--- src/rtl/i2c_cq_pkg.sv ---
package i2c_cq_pkg;
    localparam int BYTE_W = 8;
    localparam int CODE_W = 3;

    typedef enum logic [2:0] {
        CMD_TX          = 3'd0,
        CMD_RX          = 3'd1,
        CMD_STOP        = 3'd2,
        CMD_RX_DROP     = 3'd3,
        CMD_START       = 3'd4,
        CMD_START_NK    = 3'd5,
        CMD_HS_START    = 3'd6,
        CMD_HS_START_NK = 3'd7
    } cmd_code_e;

    typedef enum logic [1:0] {
        BOP_ADDR  = 2'd0,
        BOP_WRITE = 2'd1,
        BOP_READ  = 2'd2,
        BOP_STOP  = 2'd3
    } bus_op_e;

    typedef enum logic [2:0] {
        MM_OFF        = 3'd0,
        MM_OFF_ALT    = 3'd1,
        MM_FIRST_ONE  = 3'd2,
        MM_ANY_ONE    = 3'd3,
        MM_FIRST_PAIR = 3'd4,
        MM_ANY_PAIR   = 3'd5,
        MM_FIRST_MASK = 3'd6,
        MM_ANY_MASK   = 3'd7
    } match_mode_e;

    typedef enum logic [3:0] {
        ST_IDLE, ST_DECODE, ST_FLUSH, ST_WR_WAIT, ST_STOP, ST_STOP_WAIT,
        ST_ADDR, ST_ADDR_WAIT, ST_RD, ST_RD_WAIT, ST_PUSH_CUR
    } exec_state_e;

    typedef struct packed {
        exec_state_e        st;
        cmd_code_e          code;
        logic [BYTE_W-1:0]  arg;
        logic               sel;
        logic [BYTE_W-1:0]  cnt;
        logic               ret_addr;
        logic               stop_pend;
        logic               req;
        bus_op_e            op;
        logic [BYTE_W-1:0]  wdata;
        logic [BYTE_W-1:0]  hold;
        logic               ev_nack;
        logic               ev_stop;
        logic               ev_eop;
        logic               ev_match;
    } exec_regs_t;
endpackage

--- src/rtl/i2c_cq_fifo.sv ---
module i2c_cq_fifo #(
    parameter int W     = 8,
    parameter int DEPTH = 4
) (
    input  logic                         clk,
    input  logic                         rst_n,
    input  logic                         push,
    input  logic [W-1:0]                 wdata,
    input  logic                         pop,
    output logic [W-1:0]                 rdata,
    output logic [$clog2(DEPTH+1)-1:0]   count
);
    localparam int AW = (DEPTH > 1) ? $clog2(DEPTH) : 1;
    localparam int CW = $clog2(DEPTH + 1);

    logic [W-1:0]  mem_q [DEPTH];
    logic [AW-1:0] wr_d, wr_q, rd_d, rd_q;
    logic [CW-1:0] cnt_d, cnt_q;
    logic          do_push, do_pop;

    always_comb begin
        do_push = push && (cnt_q != CW'(DEPTH));
        do_pop  = pop && (cnt_q != '0);
        wr_d    = wr_q;
        rd_d    = rd_q;
        cnt_d   = cnt_q;
        if (do_push) wr_d = (wr_q == AW'(DEPTH - 1)) ? '0 : AW'(wr_q + 1'b1);
        if (do_pop)  rd_d = (rd_q == AW'(DEPTH - 1)) ? '0 : AW'(rd_q + 1'b1);
        if (do_push && !do_pop) cnt_d = CW'(cnt_q + 1'b1);
        if (do_pop && !do_push) cnt_d = CW'(cnt_q - 1'b1);
    end

    always_ff @(posedge clk) begin
        if (!rst_n) begin
            wr_q  <= '0;
            rd_q  <= '0;
            cnt_q <= '0;
        end else begin
            wr_q  <= wr_d;
            rd_q  <= rd_d;
            cnt_q <= cnt_d;
        end
    end

    always_ff @(posedge clk) begin
        if (do_push) mem_q[wr_q] <= wdata;
    end

    assign rdata = mem_q[rd_q];
    assign count = cnt_q;
endmodule

--- src/rtl/i2c_cq_match.sv ---
module i2c_cq_match
    import i2c_cq_pkg::*;
(
    input  logic              clk,
    input  logic              rst_n,
    input  logic              clr,
    input  logic              adv,
    input  logic [BYTE_W-1:0] din,
    input  logic [2:0]        mode,
    input  logic [BYTE_W-1:0] arg0,
    input  logic [BYTE_W-1:0] arg1,
    input  logic              only,
    output logic              hit,
    output logic              emit_prev,
    output logic              emit_cur,
    output logic [BYTE_W-1:0] prev_byte
);
    typedef struct packed {
        logic [1:0]        idx;
        logic [BYTE_W-1:0] prev;
        logic              found;
    } mstate_t;

    mstate_t     d, q;
    match_mode_e m;
    logic        single, pair, masked, cand, active, is_pair, found_now;

    always_comb begin
        m       = match_mode_e'(mode);
        single  = (din == arg0) || (din == arg1);
        pair    = (q.idx != 2'd0) && (q.prev == arg0) && (din == arg1);
        masked  = (din & arg1) == (arg0 & arg1);
        active  = !(m inside {MM_OFF, MM_OFF_ALT});
        is_pair = m inside {MM_FIRST_PAIR, MM_ANY_PAIR};
        unique case (m)
            MM_FIRST_ONE:  cand = single && (q.idx == 2'd0);
            MM_ANY_ONE:    cand = single;
            MM_FIRST_PAIR: cand = pair && (q.idx == 2'd1);
            MM_ANY_PAIR:   cand = pair;
            MM_FIRST_MASK: cand = masked && (q.idx == 2'd0);
            MM_ANY_MASK:   cand = masked;
            default:       cand = 1'b0;
        endcase
        hit       = adv && active && cand && !q.found;
        found_now = q.found || hit;
        emit_cur  = !active || !only || found_now;
        emit_prev = active && only && hit && is_pair;
        prev_byte = q.prev;

        d = q;
        if (clr) begin
            d = '0;
        end else if (adv) begin
            d.idx   = (q.idx == 2'd3) ? 2'd3 : q.idx + 2'd1;
            d.prev  = din;
            d.found = found_now;
        end
    end

    always_ff @(posedge clk) begin
        if (!rst_n) q <= '0;
        else        q <= d;
    end
endmodule

--- src/rtl/i2c_cmdq_exec.sv ---
module i2c_cmdq_exec
    import i2c_cq_pkg::*;
#(
    parameter int CMD_DEPTH = 4,
    parameter int TX_DEPTH  = 4,
    parameter int RX_DEPTH  = 4
) (
    input  logic              clk,
    input  logic              rst_n,
    input  logic              cfg_enable,
    input  logic              cfg_autostop,
    input  logic [2:0]        cfg_match_mode,
    input  logic              cfg_match_only,
    input  logic [7:0]        cfg_match0,
    input  logic [7:0]        cfg_match1,
    input  logic              cmd_valid,
    output logic              cmd_ready,
    input  logic [10:0]       cmd_word,
    output logic              bus_req,
    output logic [1:0]        bus_op,
    output logic [7:0]        bus_wdata,
    input  logic              bus_done,
    input  logic              bus_ack,
    input  logic [7:0]        bus_rdata,
    output logic              rx_valid,
    input  logic              rx_ready,
    output logic [7:0]        rx_data,
    output logic              busy,
    output logic              evt_nack,
    output logic              evt_stop,
    output logic              evt_eop,
    output logic              evt_match
);
    localparam int WORD_W = CODE_W + BYTE_W;
    localparam int CMD_CW = $clog2(CMD_DEPTH + 1);
    localparam int TX_CW  = $clog2(TX_DEPTH + 1);
    localparam int RX_CW  = $clog2(RX_DEPTH + 1);

    exec_regs_t q, n;

    logic [WORD_W-1:0] cmd_head;
    logic [CMD_CW-1:0] cmd_cnt;
    logic [BYTE_W-1:0] tx_head, rx_wdata;
    logic [TX_CW-1:0]  tx_cnt;
    logic [RX_CW-1:0]  rx_cnt;
    logic cmd_push, cmd_pop, tx_push, tx_pop, rx_push, rx_pop;
    logic tx_full, tx_empty, rx_room2, drain_now, took_stop;
    logic m_clr, m_adv, m_hit, m_emit_prev, m_emit_cur;
    logic [BYTE_W-1:0] m_prev;

    assign cmd_ready = (cmd_cnt != CMD_CW'(CMD_DEPTH));
    assign cmd_push  = cmd_valid && cmd_ready;
    assign tx_full   = (tx_cnt == TX_CW'(TX_DEPTH));
    assign tx_empty  = (tx_cnt == '0);
    assign rx_valid  = (rx_cnt != '0);
    assign rx_pop    = rx_valid && rx_ready;
    assign rx_room2  = (rx_cnt <= RX_CW'(RX_DEPTH - 2));
    assign drain_now = rx_pop && cfg_autostop && (rx_cnt == RX_CW'(1));

    i2c_cq_fifo #(.W(WORD_W), .DEPTH(CMD_DEPTH)) cmd_q_i (
        .clk(clk), .rst_n(rst_n), .push(cmd_push), .wdata(cmd_word),
        .pop(cmd_pop), .rdata(cmd_head), .count(cmd_cnt));

    i2c_cq_fifo #(.W(BYTE_W), .DEPTH(TX_DEPTH)) tx_q_i (
        .clk(clk), .rst_n(rst_n), .push(tx_push), .wdata(q.arg),
        .pop(tx_pop), .rdata(tx_head), .count(tx_cnt));

    i2c_cq_fifo #(.W(BYTE_W), .DEPTH(RX_DEPTH)) rx_q_i (
        .clk(clk), .rst_n(rst_n), .push(rx_push), .wdata(rx_wdata),
        .pop(rx_pop), .rdata(rx_data), .count(rx_cnt));

    i2c_cq_match match_i (
        .clk(clk), .rst_n(rst_n), .clr(m_clr), .adv(m_adv), .din(bus_rdata),
        .mode(cfg_match_mode), .arg0(cfg_match0), .arg1(cfg_match1),
        .only(cfg_match_only), .hit(m_hit), .emit_prev(m_emit_prev),
        .emit_cur(m_emit_cur), .prev_byte(m_prev));

    always_comb begin
        n = q;
        n.ev_nack  = 1'b0;
        n.ev_stop  = 1'b0;
        n.ev_eop   = 1'b0;
        n.ev_match = 1'b0;
        cmd_pop   = 1'b0;
        tx_push   = 1'b0;
        tx_pop    = 1'b0;
        rx_push   = 1'b0;
        rx_wdata  = bus_rdata;
        m_clr     = 1'b0;
        m_adv     = 1'b0;
        took_stop = 1'b0;

        unique case (q.st)
            ST_IDLE: begin
                if (q.stop_pend || drain_now) begin
                    took_stop   = 1'b1;
                    n.stop_pend = 1'b0;
                    n.code      = CMD_STOP;
                    n.st        = ST_DECODE;
                end else if (cmd_cnt != '0) begin
                    cmd_pop = 1'b1;
                    n.code  = cmd_code_e'(cmd_head[WORD_W-1:BYTE_W]);
                    n.arg   = cmd_head[BYTE_W-1:0];
                    n.st    = ST_DECODE;
                end
            end
            ST_DECODE: begin
                if (q.code == CMD_TX) begin
                    if (!q.sel)          n.st = ST_IDLE;
                    else if (!tx_full) begin
                        tx_push = 1'b1;
                        n.st    = ST_IDLE;
                    end else             n.st = ST_FLUSH;
                end else if (!tx_empty) begin
                    n.st = ST_FLUSH;
                end else begin
                    unique case (q.code)
                        CMD_RX, CMD_RX_DROP: begin
                            m_clr = 1'b1;
                            n.cnt = q.arg;
                            n.st  = q.sel ? ST_RD : ST_IDLE;
                        end
                        CMD_STOP: begin
                            n.ret_addr = 1'b0;
                            n.st       = ST_STOP;
                        end
                        CMD_START, CMD_HS_START: begin
                            n.ev_eop   = q.sel;
                            n.ret_addr = 1'b1;
                            n.st       = cfg_autostop ? ST_STOP : ST_ADDR;
                        end
                        default: begin
                            n.ev_eop = q.sel;
                            n.st     = ST_ADDR;
                        end
                    endcase
                end
            end
            ST_FLUSH: begin
                if (tx_empty) begin
                    n.st = ST_DECODE;
                end else if (cfg_enable) begin
                    n.req   = 1'b1;
                    n.op    = BOP_WRITE;
                    n.wdata = tx_head;
                    n.st    = ST_WR_WAIT;
                end else begin
                    tx_pop = 1'b1;
                end
            end
            ST_WR_WAIT: begin
                if (bus_done) begin
                    n.req  = 1'b0;
                    tx_pop = 1'b1;
                    n.st   = ST_FLUSH;
                end
            end
            ST_STOP: begin
                if (q.sel) begin
                    n.req = 1'b1;
                    n.op  = BOP_STOP;
                    n.st  = ST_STOP_WAIT;
                end else begin
                    n.ev_stop = 1'b1;
                    n.ev_eop  = 1'b1;
                    n.st      = q.ret_addr ? ST_ADDR : ST_IDLE;
                end
            end
            ST_STOP_WAIT: begin
                if (bus_done) begin
                    n.req     = 1'b0;
                    n.sel     = 1'b0;
                    n.ev_stop = 1'b1;
                    n.ev_eop  = 1'b1;
                    n.st      = q.ret_addr ? ST_ADDR : ST_IDLE;
                end
            end
            ST_ADDR: begin
                n.req   = 1'b1;
                n.op    = BOP_ADDR;
                n.wdata = q.arg;
                n.st    = ST_ADDR_WAIT;
            end
            ST_ADDR_WAIT: begin
                if (bus_done) begin
                    n.req = 1'b0;
                    n.st  = ST_IDLE;
                    if (q.code inside {CMD_START_NK, CMD_HS_START_NK}) begin
                        n.sel     = 1'b0;
                        n.ev_nack = bus_ack;
                    end else begin
                        n.sel     = bus_ack;
                        n.ev_nack = !bus_ack;
                    end
                end
            end
            ST_RD: begin
                if (q.code == CMD_RX_DROP || rx_room2) begin
                    n.req = 1'b1;
                    n.op  = BOP_READ;
                    n.st  = ST_RD_WAIT;
                end
            end
            ST_RD_WAIT: begin
                if (bus_done) begin
                    n.req = 1'b0;
                    n.st  = (q.cnt == '0) ? ST_IDLE : ST_RD;
                    n.cnt = q.cnt - 1'b1;
                    if (q.code == CMD_RX) begin
                        m_adv      = 1'b1;
                        n.ev_match = m_hit;
                        if (m_emit_prev) begin
                            rx_push  = 1'b1;
                            rx_wdata = m_prev;
                            n.hold   = bus_rdata;
                            n.cnt    = q.cnt;
                            n.st     = ST_PUSH_CUR;
                        end else begin
                            rx_push = m_emit_cur;
                        end
                    end
                end
            end
            ST_PUSH_CUR: begin
                rx_push  = 1'b1;
                rx_wdata = q.hold;
                n.st     = (q.cnt == '0) ? ST_IDLE : ST_RD;
                n.cnt    = q.cnt - 1'b1;
            end
            default: n.st = ST_IDLE;
        endcase

        if (drain_now && !rx_push && !took_stop) n.stop_pend = 1'b1;
    end

    always_ff @(posedge clk) begin
        if (!rst_n) begin
            q      <= '0;
            q.st   <= ST_IDLE;
            q.code <= CMD_TX;
            q.op   <= BOP_ADDR;
        end else begin
            q <= n;
        end
    end

    assign bus_req   = q.req;
    assign bus_op    = q.op;
    assign bus_wdata = q.wdata;
    assign busy      = (q.st != ST_IDLE);
    assign evt_nack  = q.ev_nack;
    assign evt_stop  = q.ev_stop;
    assign evt_eop   = q.ev_eop;
    assign evt_match = q.ev_match;
endmodule

--- config.mk ---
export PLATFORM = sky130hd
export DESIGN_NAME = i2c_cmdq_exec
export DESIGN_NICKNAME = d
export VERILOG_FILES = /design/src/rtl/i2c_cq_pkg.sv /design/src/rtl/i2c_cq_fifo.sv /design/src/rtl/i2c_cq_match.sv /design/src/rtl/i2c_cmdq_exec.sv
export SDC_FILE = /design/constraint.sdc
export NUM_CORES = 1
export LEC_CHECK = 0
export BUFFER_PORTS_ARGS = -buffer_cell sky130_fd_sc_hd__buf_2
export CORE_UTILIZATION = 65
export CTS_BUF_LIST = sky130_fd_sc_hd__clkbuf_16
export DETAILED_ROUTE_END_ITERATION = 8
export GPL_ROUTABILITY_DRIVEN = 0
export PLACE_DENSITY_LB_ADDON = 0.05
export SKIP_CTS_REPAIR_TIMING = 1
export SYNTH_ARGS = -nofsm -noshare
export SYNTH_HDL_FRONTEND = slang
export SYNTH_HIERARCHICAL = 1
export SYNTH_SLANG_ARGS = --single-unit
--- constraint.sdc ---
create_clock -name clk -period 7.8 [get_ports clk]
set_input_delay 1.17 -clock clk [delete_from_list [all_inputs] [get_ports clk]]
set_output_delay 1.17 -clock clk [all_outputs]
set_load 0.005 [all_outputs]
==> flow_summary.ini, run 1 <==
[timing]
fin_crit_ps = 4819
finalCritPeriodShare_pct = 61.78
finalSetupViolCount = 0
relSlewSlack_pct = 42.96
clock_skew_ps = 12.95
rsz0062_at_grt = no
max_freq_ghz = 0.2075
hold_viol = 0
worst_pin_slew_ps = 855.5
hold_ws_ps = 467.1
slew_viol_final = 0
setup_tns_ps = 0

[routing]
wire_per_inst_microns = 18.56
wl_met3_microns = 945
first_pass_iters = 6
antenna_left = 0
vias = 6106
drt-vias-per-instance = 6.064
wl_microns = 18690
met2WireLength_microns = 8836
top_layer = met4
drcViolationCount = 0
wl_met1_microns = 8617
drtIter0Drc = 472

[synth]
syn_nets = 854
ys.flop_type = edfxtp_1
yosys_warnings = 6
synthCells = 776
synth_largest_area_cell = edfxtp_1
synth.top_cell.area_share_pct = 34.91
yosysMostFrequentCell = edfxtp_1
ys_seq_area_share_pct = 53.66
synthArstFlopShare_pct = 0
synth_edf_count = 108
netlist_area_sq_mm = 0.009290
ys_top_cells_by_count = edfxtp_1 (108), dfxtp_1 (87), nand2_1 (68)
ys_ff_latch = 195
synthDistinctLibCells = 83
syn_area_per_cell_sq_um = 11.97
synthTopCellsByArea = edfxtp_1 (35%), dfxtp_1 (19%), mux4_2 (6.5%), ha_1 (3.8%), nand2_1 (2.7%)

[finish]
fillers = 934
antenna_cells = 0
multi_input_comb_area_sq_mm = 0.003845
num-nets-final = 892
layout-drive-gt1-share_pct = 22.97
area_growth_pct = 9.064
ff_latch_area_sq_mm = 0.004985

[clock_network]
cts_sinks = 195
cts_max_path_buffers = 2
htreeDepth = 4
worstSkewPairLatency_ps = 440
numCtsBuffers = 17
cts_tree = done
cts.reportedPaths.clkPinSlew_ps = 70
cts-root-buf = clkbuf_16

[hold_path]
min_path_type = reg2reg
min-delay-start = q[6]
whs_path_depth = 2

[floorplan]
die_w_microns = 121.6
die_y_microns = 121.6
die-area_sq_mm = 0.01477
rows = 43
ioPinCount = 73
start_util_pct = 66.67
core_area_sq_mm = 0.01393

[worst_setup_path]
reg2reg_from = q[45]
crit_start = q[45]
crit_arrival_ps = 5170
path_class = reg2reg
required_ps = 8150
crit_fanout = 21
end_kind = flop
startpoint_type = flop
reg2regPathDepth = 16

[global_routing]
grt_max_degree = 49
grt_pass1_vias = 5926
overflow = 0
grt_pass1_wl_microns = 29810
grt.total_usage_pct = 26.76
antenna_found_initial = 0

[power_and_ir_drop]
vdd_drop_max_mv = 0.2034
cellPowerDensity_mw_per_mm2 = 268.9
power_leakage_uw = 0.003636

[placement]
post-dp-hpwl_microns = 13120
portBuffers = 72

[job]
cap_violations = 0

[outcome]
status = finished clean
[layer usage]
layer | track usage, % | up-vias
li1 | - | 2934
met1 | 36.93 | 2976
met2 | 42.58 | 175
met3 | 4.916 | 21
met4 | 9.799 | 0
met5 | 0 | -
[cells in the final DEF, fill, tap and decap left out, types with 5 or more instances in the layout]
cell type	instances
a211oi_1	11
and3_2	12
xor2_1	7
nor4_1	5
nand2_1	68
xnor2_1	23
dfxtp_1	87
mux4_2	27
clkbuf_16	17
nand2_2	9
a22o_1	9
and2_1	10
buf_2	72
o22ai_1	5
nor2_1	53
a21oi_2	9
mux2i_1	20
nor3_1	9
edfxtp_1	108
a21o_1	10
and3_1	9
o21ai_0	22
nand3_1	12
nand4_1	10
inv_1	31
a21oi_1	29
o31ai_1	7
ha_1	28
[report_power, final]
group / switching [uW] / internal (uW)
Combinational: 301 / 233
Sequential: 130 / 1190
Clock: 393 / 480
Total: 824 / 1900
[worst paths after layout]
path                     endpoint  slack, ps
setup / recovery  rx_q_i/count[2]       2980
hold reg to reg              q[6]        470
hold / removal               q[6]        470
setup reg to reg  rx_q_i/count[2]       2980
[through the flow]
stage | setup slack, ps | utilization (%) | cell area (sq um) | cells | power (uW)
floorplan | 3632 | - | 9290 | 776 | 1745
global placement | 3012 | 68.47 | 9540 | 975 | 1839
detailed placement | 2832 | 68.47 | 9540 | 975 | 1867
CTS | 3031 | 72.71 | 10130 | 1007 | 2734
global route | 2530 | 72.71 | 10130 | 1007 | 2845
finish | 2981 | 72.71 | 10130 | 1007 | 2724
[cell type report]
cell class / instances / share of cell area [%]
sequential: 195 / 49.20
timing repair buffer: 72 / 3.556
tap: 180 / 2.223
inverter: 33 / 1.235
multi-input combinational: 495 / 37.95
clock buffer: 17 / 4.199
clock inverter: 15 / 1.642
[flip-flops by register name, summed over array words and instances, names as in the netlist, 3 cells and up, named ones only]
signal,flops
bus_wdata,8
q,34
cmd_q_i/count,3
tx_q_i/mem_q,32
tx_q_i/count,3
rx_q_i/mem_q,32
cmd_q_i/mem_q,44
match_i/q,3
match_i/prev_byte,8
rx_q_i/count,3
[kinds of logic after synthesis]
family                     after synthesis  synth area share [%]
and+or+nand+nor                        247                 14.36
DFF                                    195                 53.66
AOI/OAI and AO/OA                      139                 10.91
buffers and inverters                   86                 4.956
muxes                                   47                 8.700
xor gates and xnor gates                31                 3.003
adders and majority gates               31                 4.418
[worst max-delay path: stages (launching register included)]
cell,delay [ps]
dfxtp_1,830
nand4bb_1,290
and4bb_1,830
nor2b_1,330
nor2b_1,170
a32oi_1,140
a21oi_1,290
or2_2,170
a21o_1,250
and2_4,220
inv_1,50
ha_1,210
inv_1,90
fa_1,190
xor2_1,80
or3_2,400
a21boi_0,190
Power figures use the tool's default switching activity.
==> run 2, diff against run 1 <==
--- a/config.mk
+++ b/config.mk
@@ -6,7 +6,7 @@
 export NUM_CORES = 1
 export LEC_CHECK = 0
 export BUFFER_PORTS_ARGS = -buffer_cell sky130_fd_sc_hd__buf_2
-export CORE_UTILIZATION = 65
+export CORE_UTILIZATION = 54
 export CTS_BUF_LIST = sky130_fd_sc_hd__clkbuf_16
 export DETAILED_ROUTE_END_ITERATION = 8
 export GPL_ROUTABILITY_DRIVEN = 0
==> constraint.sdc (replaced) <==
create_clock -name clk -period 4.2 [get_ports clk]
set_input_delay 0.63 -clock clk [delete_from_list [all_inputs] [get_ports clk]]
set_output_delay 0.63 -clock clk [all_outputs]
set_load 0.005 [all_outputs]
==> flow_summary.ini, run 2 (synthesized netlist as in run 1, its figures left out) <==
[outcome]
status = finished clean

[finish]
final_common_cell = edfxtp_1
antenna_cells = 0
fin_area_sq_mm = 0.01026
num-nets-final = 902
top_regs = cmd_q_i/mem_q (44), q (34)
area_growth_pct = 10.40
mostFrequentLayoutCells = edfxtp_1 (108), dfxtp_1 (87), buf_2 (72), nand2_1 (68), nor2_1 (53)
regMostFlops = cmd_q_i/mem_q
layout-drive-gt1-share_pct = 23.30
stdcell_count = 1057
largest_register_ffs = 44

[clock_network]
numCtsBuffers = 17
worstSkewPairLatency_ps = 430
cts_max_path_buffers = 2
cts.reportedPaths.clkPinSlew_ps = 70
htreeDepth = 4
cts_tree = done
cts_sinks = 195
cts-root-buf = clkbuf_16

[routing]
vias = 6172
drt-vias-per-instance = 5.839
wl_microns = 19370
drtIter0Drc = 381
drcViolationCount = 0
wire_per_inst_microns = 18.32
first_pass_iters = 5
antenna_left = 0

[job]
cap_violations = 0

[timing]
rsz0062_at_grt = no
hold_ws_ps = 407.1
finalCritPeriodShare_pct = 91.43
fin_crit_ps = 3840
worst_slack_ps = 359.8
clock_skew_ps = 12.40
setup_tns_ps = 0
relSlewSlack_pct = 47.15
finalSetupViolCount = 0
worst_pin_slew_ps = 791.6
hold_viol = 0
slew_viol_final = 0
max_freq_ghz = 0.2604

[worst_setup_path]
required_ps = 4560
path_class = reg2reg
reg2reg_from = q[42]
r2r_slack_ps = 360
crit_fanout = 9
slowest_stage = fa_1
end_kind = flop
reg2regPathDepth = 16
slowest_delay_ps = 430
crit_arrival_ps = 4200
startpoint_type = flop
crit_chain = nor2b_2, and4bb_1, nor2b_1, nor2b_1, a32oi_1, a21oi_1, or2_2, a21o_1, and2_4, inv_1, ha_1, inv_1, fa_1, xor2_1, or3_2, a21boi_0
r2r_end = rx_q_i/count[2]

[power_and_ir_drop]
p_comb_share_pct = 21.1
vdd_drop_max_mv = 0.3322
p_sw_uw = 1514
power.internal_uw = 3593
power_leakage_uw = 0.003713
power.share.sequential_pct = 46.7
clkPwrFrac_pct = 32.1
swShare_pct = 29.64
cellPowerDensity_mw_per_mm2 = 498.0

[floorplan]
die_y_microns = 133.2
start_util_pct = 55.63
ioPinCount = 73
die_w_microns = 133.2
rows = 47
die-area_sq_mm = 0.01773
core_area_sq_mm = 0.01670

[global_routing]
overflow = 0
antenna_found_initial = 0
grt_max_degree = 38
grt_pass1_wl_microns = 31260
grt.total_usage_pct = 22.92
grt_pass1_vias = 6048

[placement]
dp_slack_ps = 142.6
post-dp-hpwl_microns = 13510
placed_area_sq_mm = 0.009666
portBuffers = 72
place_inst = 1025

[hold_path]
whs_path_depth = 1
hold_path_end = cmd_q_i/mem_q[3][0]
min_path_type = in2reg
min-delay-start = cmd_word[0]
## run 2: cell count changes in the layout (fill, tap and decap cells not counted)
cell | previous run | this run
clkinvlp_4 | 3 | 0
buf_4 | 0 | 10
bufinv_16 | 2 | 3
inv_1 | 31 | 36
inv_8 | 3 | 1
clkinv_2 | 4 | 3
## run 2: worst max-delay path by stage
stage,start,end,cells after the start
finish,q[42],rx_q_i/count[2],16
global route,q[42],rx_q_i/count[2],16
CTS,q[42],rx_q_i/count[2],16
detailed placement,bus_rdata[0],rx_q_i/count[2],17
global placement,bus_rdata[0],rx_q_i/count[2],17
floorplan,bus_done,rx_q_i/count[2],15
## run 2: layout make-up
cell class	instances	area, sq um
clock buffers	17	425.4
repair buffers	82	435.4
clock inverters	15	165.2
well taps	220	275.3
multi-input cells	495	3845
flip-flops and latches	195	4985
inverters	33	125.1
fillers	1353	6445
## run 2: power by group through the flow
stage          Clock (uW)  Combinational (uW)  Sequential, uW
2_1_floorplan           0                 907            2330
3_3_place_gp            0                1050            2420
3_5_place_dp            0                1070            2430
4_1_cts              1670                1080            2390
5_1_grt              1740                1200            2410
6_report             1640                1080            2390
## run 2: stage by stage
stage	utilization [%]	total power (uW)
after floorplan	-	3240
after global placement	57.87	3464
after detailed placement	57.87	3504
after CTS	61.41	5133
after global routing	61.41	5354
final	61.41	5107
## run 2: critical path: cells and delay by family (launching register included)
family	cells	cell delay [ps]
simple gates	7	1650
compound gates	4	810
fa+ha+maj	2	610
flops	1	400
xor+xnor	1	160
buf+inv	2	130
## run 2: routing by layer
metal	vias up	global-route usage, %	share of wire (%)
met2	173	35.92	46
met1	3029	32.25	47
li1	2947	-	-
met5	-	0	0
met3	23	4.414	4.9
met4	0	7.513	1.5
==> run 3, diff against run 2 <==
--- a/config.mk
+++ b/config.mk
@@ -5,8 +5,11 @@
 export SDC_FILE = /design/constraint.sdc
 export NUM_CORES = 1
 export LEC_CHECK = 0
-export BUFFER_PORTS_ARGS = -buffer_cell sky130_fd_sc_hd__buf_2
-export CORE_UTILIZATION = 54
+export BUFFER_PORTS_ARGS = -buffer_cell sky130_fd_sc_hd__clkbuf_2
+export CELL_PAD_IN_SITES_DETAIL_PLACEMENT = 1
+export CELL_PAD_IN_SITES_GLOBAL_PLACEMENT = 2
+export CORE_MARGIN = 2
+export CORE_UTILIZATION = 37
 export CTS_BUF_LIST = sky130_fd_sc_hd__clkbuf_16
 export DETAILED_ROUTE_END_ITERATION = 8
 export GPL_ROUTABILITY_DRIVEN = 0
==> flow_summary.ini, run 3 (synthesized netlist as in run 1, its figures left out) <==
[outcome]
status = finished clean

[floorplan]
die-area_sq_mm = 0.02639
ioPinCount = 73
rows = 57
start_util_pct = 37.98
die_y_microns = 162.5
die_w_microns = 162.5
core_area_sq_mm = 0.02446

[global_routing]
grt_most_used_layer = met2
grt_max_degree = 45
grt.met1_usage_pct = 24.76
grt_pass1_vias = 6498
overflow = 0
antenna_found_initial = 0
gr-usage-met2_pct = 28.26
grt_pass1_wl_microns = 35870
grt_use_met3_pct = 3.158
grt.total_usage_pct = 17.80

[worst_setup_path]
slowest_stage = fa_1
critical_path_buf_inv_count = 2
crit_fanout = 4
end_kind = flop
slowest_delay_ps = 430
crit_family = simple AND/OR/NAND/NOR gates
path_class = reg2reg
required_ps = 4570
crit_chain = nand4bb_1, and4bb_1, nor2b_1, nor2b_1, a32oi_1, a21oi_1, or2_2, a21o_1, and2_4, inv_1, ha_1, inv_1, fa_1, xor2_1, or3_2, a21boi_0
crit_arrival_ps = 4170
startpoint_type = flop

[routing]
vias = 6166
wl_microns = 22810
antenna_left = 0
drcViolationCount = 0
first_pass_iters = 4
wire_per_inst_microns = 19.60
drt-vias-per-instance = 5.297
drtIter0Drc = 311

[clock_network]
htreeDepth = 4
cts.reportedPaths.clkPinSlew_ps = 90
cts_tree = done
cts-root-buf = clkbuf_16
cts_sinks = 195
cts_max_path_buffers = 2
worstSkewPairLatency_ps = 440
numCtsBuffers = 17

[timing]
rsz0062_at_grt = no
fin_crit_ps = 3809
relSlewSlack_pct = 42.81
hold_viol = 0
finalSetupViolCount = 0
worst_pin_slew_ps = 856.6
clock_skew_ps = 15.86
max_freq_ghz = 0.2625
setup_tns_ps = 0
slew_viol_final = 0
finalCritPeriodShare_pct = 90.69

[finish]
num-nets-final = 905
area_growth_pct = 12.59
top_regs = cmd_q_i/mem_q (44), q (34)
final_common_cell = edfxtp_1
fin_area_sq_mm = 0.01046
largest_register_ffs = 44
mostFrequentLayoutCells = edfxtp_1 (108), dfxtp_1 (87), clkbuf_2 (72), nand2_1 (68), nor2_1 (53)
antenna_cells = 0
layout-drive-gt1-share_pct = 24.17
regMostFlops = cmd_q_i/mem_q

[placement]
placed_area_sq_mm = 0.009818
portBuffers = 72
post-dp-hpwl_microns = 16610

[power_and_ir_drop]
power_leakage_uw = 0.003725
vdd_drop_max_mv = 0.2301
cellPowerDensity_mw_per_mm2 = 502.4

[job]
cap_violations = 0

[hold_path]
min_path_type = in2reg
==> run 3: final timing paths <==
check | startpoint | to | slack (ps) | cells past startpoint
worst max-delay path | q[47] | rx_q_i/count[2] | 390 | 16
worst min-delay path | cmd_word[2] | cmd_q_i/mem_q[2][2] | 400 | 1
worst max register to register | q[47] | rx_q_i/count[2] | 390 | 16
worst min register to register | q[4] | q[4] | 460 | 2
==> run 3: through the flow <==
stage | utilization (%) | hold slack [ps] | total power (uW) | setup WS (ps) | instances
after floorplan | - | 436.6 | 3240 | 572.3 | 776
after global placement | 40.14 | 444.3 | 3534 | 250.6 | 1132
after detailed placement | 40.14 | 455.5 | 3573 | 117.8 | 1132
after CTS | 42.76 | 380.3 | 5323 | 379.1 | 1164
after global routing | 42.76 | 381.5 | 5529 | 207.9 | 1164
final | 42.76 | 398.1 | 5255 | 390.9 | 1164
==> run 3: layout make-up <==
cell class	instances	area [sq um]
tap	324	405.4
clock inverter	15	216.5
inverter	33	125.1
fill	2622	14000
sequential	195	4985
multi-input combinational	495	3845
clock buffer	17	425.4
timing repair buffer	85	457.9
==> run 3: where the power goes <==
| group | switching (uW) | total [uW] | internal (uW) | leakage, uW |
|---|---|---|---|---|
| clock network | 858 | 1740 | 884 | 0.000308 |
| registers | 175 | 2380 | 2200 | 0.00169 |
| logic | 676 | 1130 | 459 | 0.00173 |
| total | 1710 | 5260 | 3550 | 0.00373 |
==> run 3: metal layers <==
| metal | routed length, microns | share of wire (%) |
|---|---|---|
| met1 | 11090 | 49 |
| met2 | 10490 | 46 |
| met3 | 843 | 3.7 |
| met4 | 391 | 1.7 |
| met5 | 0 | 0 |
